===== src/rtl/ast_pkg.sv =====
package ast_pkg;
  typedef enum logic {
    FMT_LJ  = 1'b0,
    FMT_I2S = 1'b1
  } fmt_e;

  typedef enum logic {
    ROLE_MASTER = 1'b0,
    ROLE_SLAVE  = 1'b1
  } role_e;
endpackage


===== src/rtl/ast_rst_sync.sv =====
module ast_rst_sync #(
  parameter int STAGES = 2
) (
  input  logic clk,
  input  logic rst_n,
  output logic rst_sync_n
);
  logic [STAGES-1:0] pipe_q;

  generate
    if (STAGES == 1) begin : g_one
      always_ff @(posedge clk or negedge rst_n) begin
        if (!rst_n) pipe_q <= '0;
        else        pipe_q <= 1'b1;
      end
    end else begin : g_many
      always_ff @(posedge clk or negedge rst_n) begin
        if (!rst_n) pipe_q <= '0;
        else        pipe_q <= {pipe_q[STAGES-2:0], 1'b1};
      end
    end
  endgenerate

  assign rst_sync_n = pipe_q[STAGES-1];
endmodule


===== src/rtl/ast_mclk_div.sv =====
module ast_mclk_div #(
  parameter int MCLK_PER_BIT = 4,
  parameter int SLOT_W       = 32
) (
  input  logic                      clk,
  input  logic                      rst_n,
  input  logic                      en,
  output logic                      bclk_nxt,
  output logic                      half_nxt,
  output logic [$clog2(SLOT_W)-1:0] pos_nxt,
  output logic                      run_nxt,
  output logic                      load
);
  localparam int LOG_MPB = $clog2(MCLK_PER_BIT);
  localparam int POS_W   = $clog2(SLOT_W);
  localparam int DIV_W   = LOG_MPB + POS_W + 1;

  logic [DIV_W-1:0] cnt_q, cnt_d;
  logic             run_q, run_d;

  always_comb begin
    cnt_d = cnt_q;
    run_d = run_q;
    load  = 1'b0;
    if (en) begin
      cnt_d = cnt_q + 1'b1;
      load  = (cnt_q == '1);
      run_d = run_q | load;
    end
  end

  always_ff @(posedge clk or negedge rst_n) begin
    if (!rst_n) begin
      cnt_q <= '0;
      run_q <= 1'b0;
    end else if (en) begin
      cnt_q <= cnt_d;
      run_q <= run_d;
    end
  end

  assign bclk_nxt = cnt_d[LOG_MPB-1];
  assign pos_nxt  = cnt_d[DIV_W-2:LOG_MPB];
  assign half_nxt = cnt_d[DIV_W-1];
  assign run_nxt  = run_d;
endmodule


===== src/rtl/ast_slave_follow.sv =====
module ast_slave_follow #(
  parameter int SLOT_W = 32
) (
  input  logic                      clk,
  input  logic                      rst_n,
  input  logic                      en,
  input  logic                      sbclk,
  input  logic                      slrck,
  input  logic                      left_lvl,
  output logic [$clog2(SLOT_W)-1:0] pos_nxt,
  output logic                      half_nxt,
  output logic                      load
);
  localparam int POS_W = $clog2(SLOT_W);

  logic [1:0]       bsync_q, lsync_q;
  logic             bprev_q, lrprev_q, lrprev_d;
  logic [POS_W-1:0] pos_q, pos_d;
  logic             half_q, half_d;
  logic             fall;

  assign fall = en & bprev_q & ~bsync_q[1];

  always_comb begin
    pos_d    = pos_q;
    half_d   = half_q;
    lrprev_d = lrprev_q;
    load     = 1'b0;
    if (fall) begin
      lrprev_d = lsync_q[1];
      if (lsync_q[1] != lrprev_q) begin
        pos_d  = '0;
        half_d = (lsync_q[1] != left_lvl);
        load   = ~half_d;
      end else if (pos_q != '1) begin
        pos_d = pos_q + 1'b1;
      end
    end
  end

  always_ff @(posedge clk or negedge rst_n) begin
    if (!rst_n) begin
      bsync_q  <= '0;
      lsync_q  <= '0;
      bprev_q  <= 1'b0;
      lrprev_q <= 1'b0;
      pos_q    <= '1;
      half_q   <= 1'b1;
    end else begin
      bsync_q  <= {bsync_q[0], sbclk};
      lsync_q  <= {lsync_q[0], slrck};
      bprev_q  <= bsync_q[1];
      lrprev_q <= lrprev_d;
      pos_q    <= pos_d;
      half_q   <= half_d;
    end
  end

  assign pos_nxt  = pos_d;
  assign half_nxt = half_d;
endmodule


===== src/rtl/ast_slot_map.sv =====
module ast_slot_map #(
  parameter int WORD_W = 24,
  parameter int SLOT_W = 32
) (
  input  logic [$clog2(SLOT_W)-1:0] pos,
  input  logic                      half,
  input  logic                      i2s,
  input  logic [WORD_W-1:0]         word_l,
  input  logic [WORD_W-1:0]         word_r,
  output logic                      bit_o
);
  localparam int POS_W = $clog2(SLOT_W);

  logic [WORD_W-1:0] word;
  logic [POS_W-1:0]  idx;

  always_comb begin
    word  = half ? word_r : word_l;
    idx   = pos - {{(POS_W-1){1'b0}}, i2s};
    bit_o = 1'b0;
    if (!(i2s && (pos == '0))) begin
      for (int k = 0; k < WORD_W; k++) begin
        if ({1'b0, idx} == (POS_W+1)'(k)) bit_o = word[WORD_W-1-k];
      end
    end
  end
endmodule


===== src/rtl/audio_serial_tx.sv =====
module audio_serial_tx
  import ast_pkg::*;
#(
  parameter int WORD_W       = 24,
  parameter int SLOT_W       = 32,
  parameter int MCLK_PER_BIT = 4
) (
  input  logic              clk,
  input  logic              rst_n,
  input  logic              cfg_slave,
  input  logic              cfg_i2s,
  input  logic              data_valid,
  input  logic [WORD_W-1:0] left_in,
  input  logic [WORD_W-1:0] right_in,
  input  logic              sbclk_in,
  input  logic              slrck_in,
  output logic              bclk_out,
  output logic              lrck_out,
  output logic              sdata_out
);
  localparam int POS_W = $clog2(SLOT_W);

  logic       rstn_s;
  role_e      role_q;
  fmt_e       fmt_q;
  logic       is_slave, is_i2s;

  logic             m_bclk, m_half, m_run, m_load;
  logic [POS_W-1:0] m_pos;
  logic             s_half, s_load;
  logic [POS_W-1:0] s_pos;

  logic [POS_W-1:0]  pos_sel;
  logic              half_sel, load_sel;
  logic [WORD_W-1:0] pl_q, pl_d, pr_q, pr_d;
  logic              live_q, live_d;
  logic              map_bit;
  logic              bclk_d, lrck_d, sd_d;

  ast_rst_sync #(.STAGES(2)) u_rst (
    .clk        (clk),
    .rst_n      (rst_n),
    .rst_sync_n (rstn_s)
  );

  // Role and framing are captured only while the block is held in reset.
  always_ff @(posedge clk) begin
    if (!rstn_s) begin
      role_q <= role_e'(cfg_slave);
      fmt_q  <= fmt_e'(cfg_i2s);
    end
  end

  assign is_slave = (role_q == ROLE_SLAVE);
  assign is_i2s   = (fmt_q == FMT_I2S);

  ast_mclk_div #(.MCLK_PER_BIT(MCLK_PER_BIT), .SLOT_W(SLOT_W)) u_div (
    .clk      (clk),
    .rst_n    (rstn_s),
    .en       (~is_slave),
    .bclk_nxt (m_bclk),
    .half_nxt (m_half),
    .pos_nxt  (m_pos),
    .run_nxt  (m_run),
    .load     (m_load)
  );

  ast_slave_follow #(.SLOT_W(SLOT_W)) u_follow (
    .clk      (clk),
    .rst_n    (rstn_s),
    .en       (is_slave),
    .sbclk    (sbclk_in),
    .slrck    (slrck_in),
    .left_lvl (~is_i2s),
    .pos_nxt  (s_pos),
    .half_nxt (s_half),
    .load     (s_load)
  );

  assign pos_sel  = is_slave ? s_pos  : m_pos;
  assign half_sel = is_slave ? s_half : m_half;
  assign load_sel = is_slave ? s_load : m_load;

  // Frame-start capture of the sample pair and of the unmute condition.
  always_comb begin
    pl_d   = pl_q;
    pr_d   = pr_q;
    live_d = live_q;
    if (load_sel) begin
      pl_d   = left_in;
      pr_d   = right_in;
      live_d = live_q | data_valid;
    end
  end

  ast_slot_map #(.WORD_W(WORD_W), .SLOT_W(SLOT_W)) u_map (
    .pos    (pos_sel),
    .half   (half_sel),
    .i2s    (is_i2s),
    .word_l (pl_d),
    .word_r (pr_d),
    .bit_o  (map_bit)
  );

  assign bclk_d = ~is_slave & m_bclk;
  assign lrck_d = ~is_slave & m_run & (m_half ^ ~is_i2s);
  assign sd_d   = live_d & map_bit;

  always_ff @(posedge clk or negedge rstn_s) begin
    if (!rstn_s) begin
      pl_q      <= '0;
      pr_q      <= '0;
      live_q    <= 1'b0;
      bclk_out  <= 1'b0;
      lrck_out  <= 1'b0;
      sdata_out <= 1'b0;
    end else begin
      pl_q      <= pl_d;
      pr_q      <= pr_d;
      live_q    <= live_d;
      bclk_out  <= bclk_d;
      lrck_out  <= lrck_d;
      sdata_out <= sd_d;
    end
  end
endmodule


===== config.mk =====
export PLATFORM = sky130hd
export DESIGN_NAME = audio_serial_tx
export DESIGN_NICKNAME = d
export VERILOG_FILES = /design/src/rtl/ast_pkg.sv /design/src/rtl/ast_rst_sync.sv /design/src/rtl/ast_mclk_div.sv /design/src/rtl/ast_slave_follow.sv /design/src/rtl/ast_slot_map.sv /design/src/rtl/audio_serial_tx.sv
export SDC_FILE = /design/constraint.sdc
export NUM_CORES = 1
export LEC_CHECK = 0
export ABC_AREA = 1
export CAP_MARGIN = 25
export CORE_UTILIZATION = 48
export CTS_BUF_LIST = sky130_fd_sc_hd__clkbuf_8
export DETAILED_ROUTE_END_ITERATION = 8
export DONT_BUFFER_PORTS = 1
export SLEW_MARGIN = 20
export SYNTH_ARGS = -nofsm -noshare
export SYNTH_HDL_FRONTEND = slang
export SYNTH_SLANG_ARGS = --single-unit

===== constraint.sdc =====
create_clock -name clk -period 2.7 [get_ports clk]
set_input_delay 0.27 -clock clk [delete_from_list [all_inputs] [get_ports clk]]
set_output_delay 0.27 -clock clk [all_outputs]
set_load 0.01 [all_outputs]

# Word level (Yosys, flattened, before mapping)
# Cells that the tools add are included.
[op_classes] addsub=3 eq_ne=27 n_mux=41 bitwise_logic=13 n_reduce_logical=3
[ops] cell="24-bit 2-to-1 mux" n=3
[ops] cell="5-bit by 4-bit == test with 1-bit output, second input constant" n=8
[ops] cell="5-bit == test, second input constant" n=8
[ops] cell="1-bit 2-to-1 mux" n=33
[ops] cell="5-bit by 3-bit == test with 1-bit output, second input constant" n=4
[ops] cell="5-bit 2-to-1 mux" n=4
[ops] cell="5-bit by 2-bit == test with 1-bit output, second input constant" n=2
[ops] cell="5-bit zero test" n=2
[ops] cell="8-bit by 1-bit adder with 8-bit output, second input constant" n=1
[ops] cell="8-bit == test, second input constant" n=1
[ops] cell="8-bit 2-to-1 mux" n=1
[ops] cell="1-bit bitwise AND" n=6
[ops] cell="5-bit by 1-bit adder with 5-bit output, second input constant" n=1
[ops] cell="5-bit by 1-bit == test with 1-bit output, second input constant" n=1
[ops] cell="5-bit != test, second input constant" n=1
[ops] cell="5-bit by 1-bit subtractor with 5-bit output" n=1
[ops] cell="1-bit inverter" n=4
[ops] cell="1-bit != test" n=2
[ops] cell="1-bit OR" n=2
[ops] cell="1-bit logical AND" n=1
[ops] cell="1-bit XOR" n=1
[word_totals] regBits=77 inputBits=55 output_inout_bits=3 word_cells=104

# Depth between registers and ports, before layout
[logic_depth] depth_word=34 ltp_mapped=35 ltp_nobuf=35

# Modules after synthesis
# Synthesis repeated with hierarchy kept, for this count alone.
[unflattened] cells_unflattened=513 area_unflattened_um2=4030.1
[modules_own_cells] mod="audio_serial_tx" n_inst=1 cells_each=246 area_per_inst_um2=2164.6 seq_area_each_um2=1361.3
[modules_own_cells] mod="ast_slot_map" n_inst=1 cells_each=146 area_per_inst_um2=754.5 seq_area_each_um2=0.0
[modules_own_cells] mod="ast_slave_follow" n_inst=1 cells_each=59 area_per_inst_um2=546.8 seq_area_each_um2=307.8
[modules_own_cells] mod="ast_mclk_div" n_inst=1 cells_each=59 area_per_inst_um2=510.5 seq_area_each_um2=225.2
[modules_own_cells] mod="ast_rst_sync" n_inst=1 cells_each=3 area_per_inst_um2=53.8 seq_area_each_um2=50.0

# Least setup slack after synthesis
# OpenSTA, ideal clock, no wires.
[synth_path] kind="reg-to-reg" startpoint="register u_follow.pos_q[0]" endpoint="register sdata_out" setup_ns=0.073 t_arrival_ns=3.244 required_ns=2.627 slack_ns=-0.617 stages_incl_launch_ff=35 path_buffers=0 period_less_slack_ns=3.317 path_cell_list="dfstp_2 -> ha_1 -> nand4_1 -> nand2_1 -> xor2_1 -> nor2_1 -> nand2_1 -> nand2_1 -> inv_1 -> ha_1 -> ha_1 -> inv_1 -> nor2_1 -> nand3_1 -> nand3_1 -> nand2_1 -> nand2_1 -> nand2_1 -> nand2_1 -> nand2_1 -> nand3_2 -> nand2_1 -> nand3_1 -> nand2_1 -> nand4_1 -> nand2_1 -> nand2_1 -> nand2_1 -> nand2_1 -> nand2_1 -> nand2_1 -> nand2_1 -> nand2_1 -> nand2_1 -> a21oi_2"
[synth_between] elab_chain_len=33 elab_cells_between_ends=59 cone_classes="2 x add/sub; 24 x eq/ne; 29 x mux; 1 x bitwise; 3 x reduce/logical"
[synth_rtl] item="start: declaration" line="ast_slave_follow.sv:18" text="logic [POS_W-1:0] pos_q, pos_d;"
[synth_rtl] item="start signal: assignment" line="ast_slave_follow.sv:54" text="pos_q <= pos_d;"
[synth_rtl] item="5-bit by 1-bit adder with 5-bit output or 5-bit != test (tied branches)" line="ast_slave_follow.sv:36, ast_slave_follow.sv:35"
[synth_rtl] item="5-bit 2-to-1 mux" line="ast_slave_follow.sv:35" text="end else if (pos_q != '1) begin"
[synth_rtl] item="5-bit 2-to-1 mux" line="ast_slave_follow.sv:31" text="if (lsync_q[1] != lrprev_q) begin"
[synth_rtl] item="5-bit 2-to-1 mux (*)" line="ast_slave_follow.sv:29" text="if (fall) begin"
[synth_rtl] item="net s_pos[0]" line="audio_serial_tx.sv:31" text="logic [POS_W-1:0] s_pos;"
[synth_rtl] item="5-bit 2-to-1 mux (*)" line="audio_serial_tx.sv:80" text="assign pos_sel = is_slave ? s_pos : m_pos;"
[synth_rtl] item="5-bit by 1-bit subtractor with 5-bit output" line="ast_slot_map.sv:19" text="idx = pos - {{(POS_W-1){1'b0}}, i2s};"
[synth_rtl] item="5-bit zero test" line="ast_slot_map.sv:23" text="if ({1'b0, idx} == (POS_W+1)'(k)) bit_o = word[WORD_W-1-k];"
[synth_rtl] item="1-bit 2-to-1 mux (24 in a row)" line="ast_slot_map.sv:23"
[synth_rtl] item="1-bit 2-to-1 mux (*)" line="ast_slot_map.sv:21" text="if (!(i2s && (pos == '0))) begin"
[synth_rtl] item="1-bit bitwise AND (*)" line="audio_serial_tx.sv:107" text="assign sd_d = live_d & map_bit;"
[synth_rtl] item="net sd_d" line="audio_serial_tx.sv:38" text="logic bclk_d, lrck_d, sd_d;"
[synth_rtl] item="end signal: assignment" line="audio_serial_tx.sv:116" text="sdata_out <= 1'b0;"
[synth_rtl] item="end signal: assignment" line="audio_serial_tx.sv:123" text="sdata_out <= sd_d;"
[synth_rtl] item="end: declaration" line="audio_serial_tx.sv:19" text="output logic sdata_out"
# The timed path passes the listed nets; every way through them passes the cells marked *.
# A chain may end at the register's enable or synchronous reset.

# Final worst setup path
# Ends and elaborated chain as after synthesis.

==> flow_summary.ini <==
[critical_path]
arrival_ns = 3.58
setup.worst_path.class = register to register
cpMostUsedCell = nand2_1
path_buf_inv = 3
slowest_stage = dfstp_2
slowest_delay_ns = 0.56
path_delay_family = simple AND/OR/NAND/NOR gates
cp.required_ns = 2.93
end_kind = register
path_max_fanout = 3
critPathLaunchType = register

[yosys]
yosys_warnings = 0
ys_seq_area_share_pct = 46.3
async_flop_share_pct = 97.4
ys.flop_type = dfrtp_1
ys_ff_latch = 77
synth_area_sq_mm = 0.00420
synthesis.nets = 585
synth_edf_count = 2
syn-instance-count = 526
netlist-cell-type-count = 43
syn_area_per_cell_sq_um = 7.99

[detailed_routing]
drc = 0
via_count = 3486
drt_iter0_drc = 102
vias_per_cell = 4.94
final_antenna_net_count = 0
drtPass1Iterations = 4
drt_wl_total_um = 9190
routedWlPerCell_um = 13.0

[clock_network]
clk_pin_slew_ns = 0.08
cts_sinks = 77
clockRootBuffer = clkbuf_8
h-tree-depth = 3
worst_skew_pair.late_latency_ns = 0.35
ctsLongestPathBuffers = 2
cts_tree = yes
cts_buffers = 9

[timing]
relSlewSlack_pct = 64.0
drv_slew = 0
finalCritPeriodShare_pct = 124
skew_ns = 0.0117
max_freq_mhz = 298
worst_slack_ns = -0.653
tightest_slew_ns = 0.540
hold_violations = 0
setup_viol = 1
rsz0062_at_grt = true
timing.hold.ws_ns = 0.0531
period_minus_slack_ns = 3.35

[global_route]
antenna_found_initial = 0
grt_pass1_vias = 3347
top_usage_layer = met2
grt_max_degree = 43
grt_pass1_wl_um = 15400
grt-ovfl-total = 0
grtUsageTotal_pct = 22.2
grt_use_met3_pct = 5.02
met2_usage_pct = 34.2
grt_use_met1_pct = 31.0

[die]
coreArea_sq_mm = 0.00834
rows = 33
die_h_um = 95.6
floorplan.initialDensity_pct = 50.4
die_width_um = 95.6
io_pins = 58
die_area_sq_mm = 0.00914

[placement]
dpl.hpwl_um = 6930
place_congestion = 0.875
portBuffers = 0
placed_area_sq_mm = 0.00478

[final_layout]
drive_gt1_share_pct = 28.2
final_area_sq_mm = 0.00512
nNetsFinal = 654
area_delta_synth_final_pct = 21.9
diodes = 0

[power_and_ir_drop]
vdd_drop_max_uv = 470
p_leak_uw = 0.00254
pwr_density_cell_mw_per_mm2 = 973

[status]
outcome = complete, but fails checks
violations = setup timing

[run]
maxCapViolations = 0

[hold_path]
hp-class = input pin to register
[Yosys cell counts, types with 2 or more instances]
cell type  number  area share (%)
edfxtp_1        2             1.4
or2_1           2            0.30
o211ai_1        8             1.4
or2_0           2            0.30
a21oi_1         8            0.95
inv_1          48             4.3
nand2_4         7             1.9
nand2_1       192              17
dfstp_2         6             3.7
nand4_1         7             1.0
dfrtp_1        69              41
buf_2           6            0.71
inv_2           8            0.71
xnor2_1         2            0.42
nor2_2          5            0.74
or2_2           5            0.74
nand3_2         6             1.4
nand3b_1        3            0.54
nor3_1          6            0.71
buf_4           5            0.89
o21ai_1         2            0.24
nand2_2        17             2.5
o21ai_0        24             2.9
a21oi_2         3            0.63
nor2_4          4             1.1
buf_6           5             1.3
ha_1            4             1.2
o21ai_2         2            0.42
a31oi_1         7             1.0
nor2_1         27             2.4
nand3_1        22             2.6
[what timing repair did]
item / 4_1_cts / 5_1_grt
setup endpoints to repair: 1 / 1
resized for setup: 5 / 9
setup buffers: 3 / 1
gates cloned: 0 / 0
hold endpoints to repair: 6 / 0
pin swaps: 5 / 6
hold buffers: 5 / 0
[power by group]
part           leakage (uW)  internal (uW)  switching [uW]
Combinational       0.00154           1000            1340
Clock              0.000104            515             428
Sequential         0.000894           1540             158
Total               0.00254           3060            1930
[final timing paths]
| check | startpoint | end | slack [ns] | cells after the start |
|---|---|---|---|---|
| worst max-delay path | u_follow.pos_q[0] | sdata_out | -0.65 | 31 |
| worst min-delay path | right_in[4] | pr_q[4] | 0.05 | 2 |
| worst max register to register | u_follow.pos_q[0] | sdata_out | -0.65 | 31 |
| worst min register to register | u_rst.pipe_q[1] | u_follow.lrprev_q | 0.29 | 1 |
| max in group asynchronous | u_rst.pipe_q[1] | pr_q[9] | 1.98 | 1 |
| min in group asynchronous | rst_n | u_rst.pipe_q[0] | 0.14 | 1 |
[cells by family after synthesis]
| group | share of synthesized area, % |
|---|---|
| and+or+nand+nor | 35.3 |
| DFF | 46.3 |
| buffers and inverters | 8.04 |
| AOI/OAI and AO/OA | 8.54 |
| adders and majority gates | 1.19 |
| xor gates and xnor gates | 0.625 |
| other | 0.0892 |
[routing by layer]
| layer | share of wire (%) | routed length, um |
|---|---|---|
| met3 | 4.6 | 422 |
| met5 | 0 | 0 |
| met2 | 44 | 4050 |
| met1 | 50 | 4580 |
| met4 | 1.4 | 133 |
[final cells by class]
class | instances | area (sq um)
sequential | 77 | 1950
timing repair buffer | 75 | 601
tap | 105 | 131
inverter | 56 | 210
clock buffer | 9 | 124
fill | 773 | 3220
clock inverter | 7 | 91.3
multi-input combinational | 376 | 2020
[per-stage QoR]
step                cells  util [%]  setup WS [ns]  setup TNS [ns]  total power (uW)
floorplan             526         -         -0.382          -0.382              3190
global placement      680      57.3         -0.640          -0.640              3850
detailed placement    680      57.3         -0.695          -0.695              3900
CTS                   704      60.9         -0.584          -0.584              4930
global route          705      61.4          -1.01           -1.01              5400
finish                705      61.4         -0.653          -0.653              4980
[state kept, by name, summed over array words and instances (netlist names)]
name and count:
u_follow.half_q 1, lrck_out 1, u_div.run_q 1, live_q 1, pl_q 24, u_follow.bprev_q 1, u_rst.pipe_q 2, u_follow.lrprev_q 1
u_follow.pos_q 5, bclk_out 1, u_follow.bsync_q 2, pr_q 24, is_slave 1, fmt_q 1, u_div.cnt_q 8, sdata_out 1
u_follow.lsync_q 2
[cells in the final DEF, fill, tap and decap left out, drive strengths merged, types with 2 or more instances in the layout]
| cell | Yosys | final |
|---|---|---|
| inv | 56 | 57 |
| a21oi | 12 | 12 |
| dfrtp | 69 | 69 |
| nand2 | 216 | 216 |
| clkbuf | 1 | 9 |
| xnor2 | 2 | 2 |
| nor3 | 6 | 6 |
| o211ai | 8 | 8 |
| buf | 16 | 70 |
| dfstp | 6 | 6 |
| dlygate4sd3 | 0 | 5 |
| clkinvlp | 0 | 2 |
| nand4 | 8 | 8 |
| a31oi | 7 | 7 |
| ha | 4 | 4 |
| bufinv | 0 | 2 |
| nor2 | 37 | 37 |
| nand3 | 29 | 29 |
| o21ai | 28 | 28 |
| or2 | 9 | 9 |
| clkinv | 0 | 2 |
| nand3b | 4 | 4 |
| edfxtp | 2 | 2 |
Power figures use the tool's default switching activity.
